===== config.mk =====
export PLATFORM = sky130hd
export DESIGN_NAME = cpu_ctl_decoder
export DESIGN_NICKNAME = d
export VERILOG_FILES = /design/src/rtl/cpu_ctl_pkg.sv /design/src/rtl/cpu_ctl_addr_decode.sv /design/src/rtl/cpu_ctl_strobe_gen.sv /design/src/rtl/cpu_ctl_scroll_latch.sv /design/src/rtl/cpu_ctl_misc_regs.sv /design/src/rtl/cpu_ctl_rom_window.sv /design/src/rtl/cpu_ctl_decoder.sv
export SDC_FILE = /design/constraint.sdc
export NUM_CORES = 1
export LEC_CHECK = 0
export ABC_AREA = 1
export BUFFER_PORTS_ARGS = -buffer_cell sky130_fd_sc_hd__buf_4
export CAP_MARGIN = 10
export CORE_AREA = 4 4 98 100
export CTS_CLUSTER_SIZE = 12
export DETAILED_ROUTE_END_ITERATION = 7
export DIE_AREA = 0 0 102 104
export PLACE_DENSITY = 0.77
export SLEW_MARGIN = 20
export SYNTH_ARGS = -nofsm -noshare
export SYNTH_HDL_FRONTEND = slang
export SYNTH_SLANG_ARGS = --single-unit

===== constraint.sdc =====
create_clock -name clk -period 1.8 [get_ports clk]
set_clock_uncertainty 0.05 [all_clocks]
set_input_delay 0.09 -clock clk [delete_from_list [all_inputs] [get_ports clk]]
set_output_delay 0.09 -clock clk [all_outputs]
set_load 0.02 [all_outputs]

===== src/rtl/cpu_ctl_pkg.sv =====
// Shared constants and types for the CPU control register decoder.
// Assumes a 16-bit address bus and an 8-bit data bus.
package cpu_ctl_pkg;
    localparam int ADDR_W    = 16;
    localparam int DATA_W    = 8;
    localparam int NUM_PAIRS = 2;
    localparam int NUM_MAPS  = 2 * NUM_PAIRS;
    localparam int WIN_W     = 13;           // banked window offset width

    // Field code carried by A1:A0 inside a tilemap-pair range
    typedef enum logic [1:0] {
        FLD_XHI  = 2'b00,
        FLD_XLO  = 2'b01,
        FLD_Y    = 2'b10,
        FLD_BANK = 2'b11
    } fld_t;

    // A15..A10 codes of the 1 KiB control ranges
    localparam logic [5:0] PG_WDOG = 6'b100000;
    localparam logic [5:0] PG_IRQ  = 6'b100001;
    localparam logic [4:0] PG_GFX  = 5'b10001;   // 2 KiB range, A15..A11
    localparam logic [4:0] PG_LAT  = 5'b10010;   // A10 picks the pair
    localparam logic [5:0] PG_BG   = 6'b110000;
    localparam logic [2:0] PG_WIN  = 3'b011;     // A15..A13 banked window
endpackage


===== src/rtl/cpu_ctl_addr_decode.sv =====
// Address decoder: turns the high address bits into one qualified hit per
// control range and splits the low bits into map select and field code.
// Assumes the caller gives a one-clock write-start pulse.
module cpu_ctl_addr_decode
    import cpu_ctl_pkg::*;
#(
    parameter int PAIRS = NUM_PAIRS
) (
    input  logic             wr_start,
    input  logic [5:0]       addr_hi,     // A15..A10
    input  logic [2:0]       addr_lo,     // A2..A0
    output logic             hit_wdog,
    output logic             hit_irq,
    output logic             hit_gfx,
    output logic             hit_bg,
    output logic [PAIRS-1:0] hit_lat,
    output logic             map_sel,
    output fld_t             fld
);
    // Event and single-register ranges
    always_comb begin
        hit_wdog = wr_start && (addr_hi == PG_WDOG);
        hit_irq  = wr_start && (addr_hi == PG_IRQ);
        hit_gfx  = wr_start && (addr_hi[5:1] == PG_GFX);
        hit_bg   = wr_start && (addr_hi == PG_BG);
    end

    // One latch range per tilemap pair, chosen by A10
    for (genvar p = 0; p < PAIRS; p++) begin : g_lat
        always_comb begin
            hit_lat[p] = wr_start && (addr_hi[5:1] == PG_LAT)
                         && (addr_hi[0] == 1'(p));
        end
    end

    // Sub-addressing inside a latch range
    always_comb begin
        map_sel = addr_lo[2];
        fld     = fld_t'(addr_lo[1:0]);
    end
endmodule


===== src/rtl/cpu_ctl_strobe_gen.sv =====
// Write-cycle edge detector and strobe register stage.
// Makes a one-clock start pulse from the first clock of each wr_en span and
// registers the event strobes so each lasts exactly one clock.
module cpu_ctl_strobe_gen (
    input  logic clk,
    input  logic rst_n,
    input  logic wr_en,
    input  logic hit_wdog,
    input  logic hit_irq,
    output logic wr_start,
    output logic wdog_kick,
    output logic irq_ack
);
    logic wr_prev;

    // Remember the write strobe of the previous clock
    always_ff @(posedge clk) begin
        if (!rst_n) wr_prev <= 1'b0;
        else        wr_prev <= wr_en;
    end

    // First clock of a write cycle
    always_comb wr_start = wr_en && !wr_prev;

    // Register the event strobes
    always_ff @(posedge clk) begin
        if (!rst_n) begin
            wdog_kick <= 1'b0;
            irq_ack   <= 1'b0;
        end else begin
            wdog_kick <= hit_wdog;
            irq_ack   <= hit_irq;
        end
    end
endmodule


===== src/rtl/cpu_ctl_scroll_latch.sv =====
// Scroll/priority latch for one tilemap pair, plus that pair's ROM bank.
// Assumes XW = DW + 1: the X scroll high bit is loaded with the priority.
module cpu_ctl_scroll_latch
    import cpu_ctl_pkg::*;
#(
    parameter int DW = DATA_W,
    parameter int XW = DATA_W + 1,
    parameter int PW = 3,
    parameter int YW = DATA_W,
    parameter int BW = 2
) (
    input  logic               clk,
    input  logic               rst_n,
    input  logic               load,
    input  logic               map_sel,
    input  fld_t               fld,
    input  logic [DW-1:0]      wdata,
    output logic [1:0][XW-1:0] x_q,
    output logic [1:0][PW-1:0] prio_q,
    output logic [1:0][YW-1:0] y_q,
    output logic [BW-1:0]      bank_q
);
    // Per-map scroll and priority fields
    for (genvar m = 0; m < 2; m++) begin : g_map
        always_ff @(posedge clk) begin
            if (!rst_n) begin
                x_q[m]    <= '0;
                prio_q[m] <= '0;
                y_q[m]    <= '0;
            end else if (load && (map_sel == 1'(m))) begin
                case (fld)
                    FLD_XHI: begin
                        prio_q[m]    <= wdata[PW:1];
                        x_q[m][XW-1] <= wdata[0];
                    end
                    FLD_XLO: x_q[m][DW-1:0] <= wdata;
                    FLD_Y:   y_q[m]         <= wdata[YW-1:0];
                    default: ;
                endcase
            end
        end
    end

    // Bank number, shared by both maps of the pair
    always_ff @(posedge clk) begin
        if (!rst_n)                       bank_q <= '0;
        else if (load && fld == FLD_BANK) bank_q <= wdata[BW-1:0];
    end
endmodule


===== src/rtl/cpu_ctl_misc_regs.sv =====
// Graphics bank bit and background colour register.
// The bank bit is loaded from an address line; the colour comes from data.
module cpu_ctl_misc_regs
    import cpu_ctl_pkg::*;
#(
    parameter int CW = DATA_W
) (
    input  logic          clk,
    input  logic          rst_n,
    input  logic          hit_gfx,
    input  logic          hit_bg,
    input  logic          addr_a10,
    input  logic [CW-1:0] wdata,
    output logic          gfx_bank,
    output logic [CW-1:0] bg_color
);
    // Graphics bank bit from A10
    always_ff @(posedge clk) begin
        if (!rst_n)       gfx_bank <= 1'b0;
        else if (hit_gfx) gfx_bank <= addr_a10;
    end

    // Background colour from the data bus
    always_ff @(posedge clk) begin
        if (!rst_n)      bg_color <= '0;
        else if (hit_bg) bg_color <= wdata;
    end
endmodule


===== src/rtl/cpu_ctl_rom_window.sv =====
// Program ROM read steering: the banked window is selected by A15..A13 and
// its address is extended with the bank number; A15 selects the fixed ROM.
// Purely combinational.
module cpu_ctl_rom_window
    import cpu_ctl_pkg::*;
#(
    parameter int BW = 2
) (
    input  logic [ADDR_W-1:0]  addr,
    input  logic [BW-1:0]      bank,
    output logic [BW+WIN_W-1:0] rom_addr,
    output logic               bank_sel,
    output logic               fixed_sel
);
    // Window selects and extended address
    always_comb begin
        bank_sel  = (addr[ADDR_W-1 -: 3] == PG_WIN);
        fixed_sel = addr[ADDR_W-1];
        rom_addr  = {bank, addr[WIN_W-1:0]};
    end
endmodule


===== src/rtl/cpu_ctl_decoder.sv =====
// Top of the CPU control register decoder.
// Decodes processor write cycles in the control ranges into strobes and
// registers, and steers ROM reads. Synchronous active-low reset.
module cpu_ctl_decoder
    import cpu_ctl_pkg::*;
#(
    parameter int BANK_W  = 2,
    parameter int PRIO_W  = 3,
    parameter int COLOR_W = DATA_W
) (
    input  logic                                clk,
    input  logic                                rst_n,
    input  logic [ADDR_W-1:0]                   addr,
    input  logic [DATA_W-1:0]                   wdata,
    input  logic                                wr_en,
    output logic                                wdog_kick,
    output logic                                irq_ack,
    output logic                                gfx_bank,
    output logic [COLOR_W-1:0]                  bg_color,
    output logic [BANK_W-1:0]                   main_bank,
    output logic [BANK_W-1:0]                   sub_bank,
    output logic [NUM_MAPS-1:0][DATA_W:0]       scroll_x,
    output logic [NUM_MAPS-1:0][PRIO_W-1:0]     scroll_prio,
    output logic [NUM_MAPS-1:0][DATA_W-1:0]     scroll_y,
    output logic [BANK_W+WIN_W-1:0]             rom_addr,
    output logic                                rom_bank_sel,
    output logic                                rom_fixed_sel
);
    localparam int XS_W = DATA_W + 1;

    logic                 wr_start;
    logic                 hit_wdog, hit_irq, hit_gfx, hit_bg;
    logic [NUM_PAIRS-1:0] hit_lat;
    logic                 map_sel;
    fld_t                 fld;
    logic [NUM_PAIRS-1:0][BANK_W-1:0] pair_bank;

    cpu_ctl_strobe_gen u_strb (
        .clk       (clk),
        .rst_n     (rst_n),
        .wr_en     (wr_en),
        .hit_wdog  (hit_wdog),
        .hit_irq   (hit_irq),
        .wr_start  (wr_start),
        .wdog_kick (wdog_kick),
        .irq_ack   (irq_ack)
    );

    cpu_ctl_addr_decode #(.PAIRS(NUM_PAIRS)) u_dec (
        .wr_start (wr_start),
        .addr_hi  (addr[ADDR_W-1 -: 6]),
        .addr_lo  (addr[2:0]),
        .hit_wdog (hit_wdog),
        .hit_irq  (hit_irq),
        .hit_gfx  (hit_gfx),
        .hit_bg   (hit_bg),
        .hit_lat  (hit_lat),
        .map_sel  (map_sel),
        .fld      (fld)
    );

    for (genvar p = 0; p < NUM_PAIRS; p++) begin : g_pair
        cpu_ctl_scroll_latch #(
            .DW (DATA_W), .XW (XS_W), .PW (PRIO_W), .YW (DATA_W), .BW (BANK_W)
        ) u_lat (
            .clk     (clk),
            .rst_n   (rst_n),
            .load    (hit_lat[p]),
            .map_sel (map_sel),
            .fld     (fld),
            .wdata   (wdata),
            .x_q     (scroll_x[2*p +: 2]),
            .prio_q  (scroll_prio[2*p +: 2]),
            .y_q     (scroll_y[2*p +: 2]),
            .bank_q  (pair_bank[p])
        );
    end

    // Pair 0/1 owns the main bank, pair 2/3 the sub bank
    always_comb begin
        main_bank = pair_bank[0];
        sub_bank  = pair_bank[1];
    end

    cpu_ctl_misc_regs #(.CW(COLOR_W)) u_misc (
        .clk      (clk),
        .rst_n    (rst_n),
        .hit_gfx  (hit_gfx),
        .hit_bg   (hit_bg),
        .addr_a10 (addr[10]),
        .wdata    (wdata[COLOR_W-1:0]),
        .gfx_bank (gfx_bank),
        .bg_color (bg_color)
    );

    cpu_ctl_rom_window #(.BW(BANK_W)) u_rom (
        .addr      (addr),
        .bank      (main_bank),
        .rom_addr  (rom_addr),
        .bank_sel  (rom_bank_sel),
        .fixed_sel (rom_fixed_sel)
    );
endmodule


==> summary.md <==
| Metric | Value |
|---|---|
| Post-cts sizing count | `0` |
| Leakage | `2.98 nW` |
| Maximum fanout along the worst path | `16` |
| Initial Util | `49.2%` |
| Final hold vios | `0` |
| I/O pin cnt | `139` |
| Syn nets | `655` |
| Finished Layout Cells | `839` |
| R2R Setup Slk | `0.14 ns` |
| Unique masters post-synth | `22` |
| R2r startpoint | `u_strb.wr_prev$_SDFF_PN0_` |
| Nets | `753` |
| Final WL | `11000 microns` |
| Register-to-Register Path Depth | `8` |
| Routability Congestion | `0.806` |
| Pin count of the biggest net entering global routing | `71` |
| CTS sink cnt | `96` |
| Avg Inst Size Synth | `6.79 sq um` |
| Capturing point of the worst reg2reg path | `g_pair[0].u_lat.x_q[3]$_SDFFE_PN0P_` |
| Max Freq | `0.580 GHz` |
| # rows | `34` |
| # DRC | `0` |
| Worst vdd ir | `0.372 mV` |
| Run status | `complete, no violations` |
| Initial antenna violation count | `0` |
| N_diodes | `0` |
| Most frequent cells in the layout | `nor2_1 (183), nand2_1 (166), buf_4 (127), dfxtp_1 (96), inv_1 (89)` |
| Register area share after synthesis | `45.0%` |
| Core area | `0.00868 sq mm` |
| Seq cells post-synth | `96` |
| Setup-failing EPs final | `0` |
| Vias in the first global route | `3615` |
| Crit path time final | `1.72 ns` |
| Sw Pwr | `0.000915 W` |
| Mapped Area | `0.00427 sq mm` |
| Ratio of cells with drive above 1 in the final layout | `22.3%` |
| Max Cap Violations | `0` |
| Clock Latency Late Sink | `0.35 ns` |
| Crit path required time | `2.05 ns` |
| CP Launch Type | `input pin` |
| Critical Path AT | `1.97 ns` |
| CTS tree | `done` |
| Die area | `0.0106 sq mm` |
| Internal power | `0.00288 W` |
| Pwr/cell area | `713 mW/mm^2` |
| Fin crit share | `95.8%` |
| Area grow syn2layout | `24.8%` |
| Detail Route Antenna Nets | `0` |
| Global-route wire length before repair | `17500 microns` |
| Worst hold stages | `4` |
| Iteration-0 DRC Markers | `128` |
| Clock network power share | `37.7%` |
| Cell Count Post-Placement | `818` |
| Most common cell after layout, fill and taps aside | `nor2_1` |
| Slew @ Worst Pin | `0.477 ns` |
| Hold Startpoint | `addr[12]` |
| Sw Ratio | `24.1%` |
| Final TNS setup | `0 ns` |
| CTS Buf Count | `9` |
| Slew HR | `68.2%` |
| Worst Hold Path EP | `u_strb.irq_ack$_SDFF_PN0_` |
| Cells after Synth | `628` |
| 1st-pass router iterations | `5` |
| Setup CP Type | `input pin to flop` |
| Crit. End Element | `flop` |
| H-tree levels | `3` |
| CTS max path bufs | `2` |
| Routed vias/inst | `4.65` |
| Die Height | `104 microns` |
| Via count | `3905` |
| GR Overflow Total | `0` |
| Gate power share | `6.2%` |
| Yosys warns | `0` |
| Slew Limit Fails | `0` |
| Port buffer count | `124` |
| Die W | `102 microns` |
| HP Class | `input pin to flop` |
| Flop pwr share | `56.1%` |
| Root buf cell | `clkbuf_8` |
| Clk slew on worst S/H paths | `0.09 ns` |
| HPWL after detailed placement | `7610 microns` |
| Avg WL per Cell | `13.1 microns` |
| Unrepaired setup endpoints after global routing | `yes` |
| Overall routing resource usage | `20.6%` |
[repair_timing]
| item | CTS | global route |
|---|---|---|
| buffers inserted | 0 | 1 |
| setup endpoints to repair | 0 | 33 |
| hold buffers | 4 | 0 |
| hold endpoints to repair | 3 | 0 |
[worst max-delay path, stage by stage]
cell and delay [ns]:
dlygate4sd3_1 0.54, buf_4 0.12, inv_2 0.04, nor2_4 0.11, nand2_2 0.10, nor2_8 0.26
buf_4 0.20, nand4_4 0.21, nand2_1 0.14, nand2_1 0.06, nor2_1 0.10
[cells in the mapped netlist (all sizes together)]
master	count	area share, %
nor2	187	17
nand2	167	15
dfxtp	96	45
inv	92	8.1
buf	33	5.8
nand4	14	4.6
o21ai	13	1.5
clkbuf	12	1.1
a21oi	9	1.1
nand3	3	0.47
nor3	2	0.23
[sequential cells by signal, summed over array words and instances (netlist names)]
| signal | flops |
|---|---|
| g_pair.u_lat.bank_q | 4 |
| g_pair.u_lat.prio_q | 12 |
| g_pair.u_lat.x_q | 36 |
| g_pair.u_lat.y_q | 32 |
| u_misc.bg_color | 8 |
| u_misc.gfx_bank | 1 |
| u_strb.irq_ack | 1 |
| u_strb.wdog_kick | 1 |
| u_strb.wr_prev | 1 |
[final cells by class]
cell class / instances / area [sq um]
fill: 805 / 3360
multi-input combinational: 395 / 1710
clock buffer: 12 / 145
tap: 108 / 135
clock inverter: 4 / 53.8
inverter: 92 / 345
timing repair buffer: 132 / 1010
sequential: 96 / 1920
[kinds of logic (layout without fill, tap and decap cells)]
| logic type | after synthesis | count (layout) | share of synthesized area (%) |
|---|---|---|---|
| compound gates | 22 | 22 | 2.58 |
| buf+inv | 137 | 240 | 14.9 |
| flops | 96 | 96 | 45.0 |
| simple gates | 373 | 373 | 37.4 |
[routing by layer]
metal  wire (microns)  vias to the layer above  global-route usage [%]
met5                0                        -                       0
met1             4720                     1743                    26.2
met2             5110                      135                    33.7
li1                 -                     2014                       -
met4              153                        0                    5.34
met3             1020                       13                    6.57
[stage by stage]
stage                     setup slack, ns  utilization [%]  hold slack (ns)  power (W)  instance area [sq um]
after floorplan                     0.422                -            0.138    0.00233                   4270
after global placement              0.192             58.5            0.130    0.00241                   5080
after detailed placement            0.119             58.5            0.130    0.00241                   5080
after CTS                          0.0525             61.2          0.00959    0.00382                   5320
after global routing              -0.0808             61.3           0.0207    0.00394                   5320
final                              0.0753             61.3           0.0311    0.00379                   5320
[power by group through the flow]
| stage | Clock (W) | Combinational, W | Sequential (W) |
|---|---|---|---|
| 2_1_floorplan | 0 | 0.000151 | 0.00218 |
| 3_3_place_gp | 0 | 0.000228 | 0.00218 |
| 3_5_place_dp | 0 | 0.000231 | 0.00218 |
| 4_1_cts | 0.00145 | 0.000237 | 0.00213 |
| 5_1_grt | 0.00156 | 0.000254 | 0.00213 |
| 6_report | 0.00143 | 0.000237 | 0.00213 |
[worst max path at each step]
stage               depth (start not counted)                                  end  slack (ns)                      start
floorplan                                   8  g_pair[0].u_lat.x_q[0]$_SDFFE_PN0P_        0.42  u_strb.wr_prev$_SDFF_PN0_
detailed placement                          6  g_pair[1].u_lat.y_q[3]$_SDFFE_PN0P_        0.12  u_strb.wr_prev$_SDFF_PN0_
global route                               10  g_pair[1].u_lat.y_q[5]$_SDFFE_PN0P_       -0.08                      wr_en
finish                                     11  g_pair[0].u_lat.x_q[3]$_SDFFE_PN0P_        0.08                      wr_en
CTS                                         9  g_pair[1].u_lat.y_q[3]$_SDFFE_PN0P_        0.05                      wr_en
global placement                            6  g_pair[1].u_lat.y_q[6]$_SDFFE_PN0P_        0.19  u_strb.wr_prev$_SDFF_PN0_
Note: power is estimated with default switching activity, not from simulation.
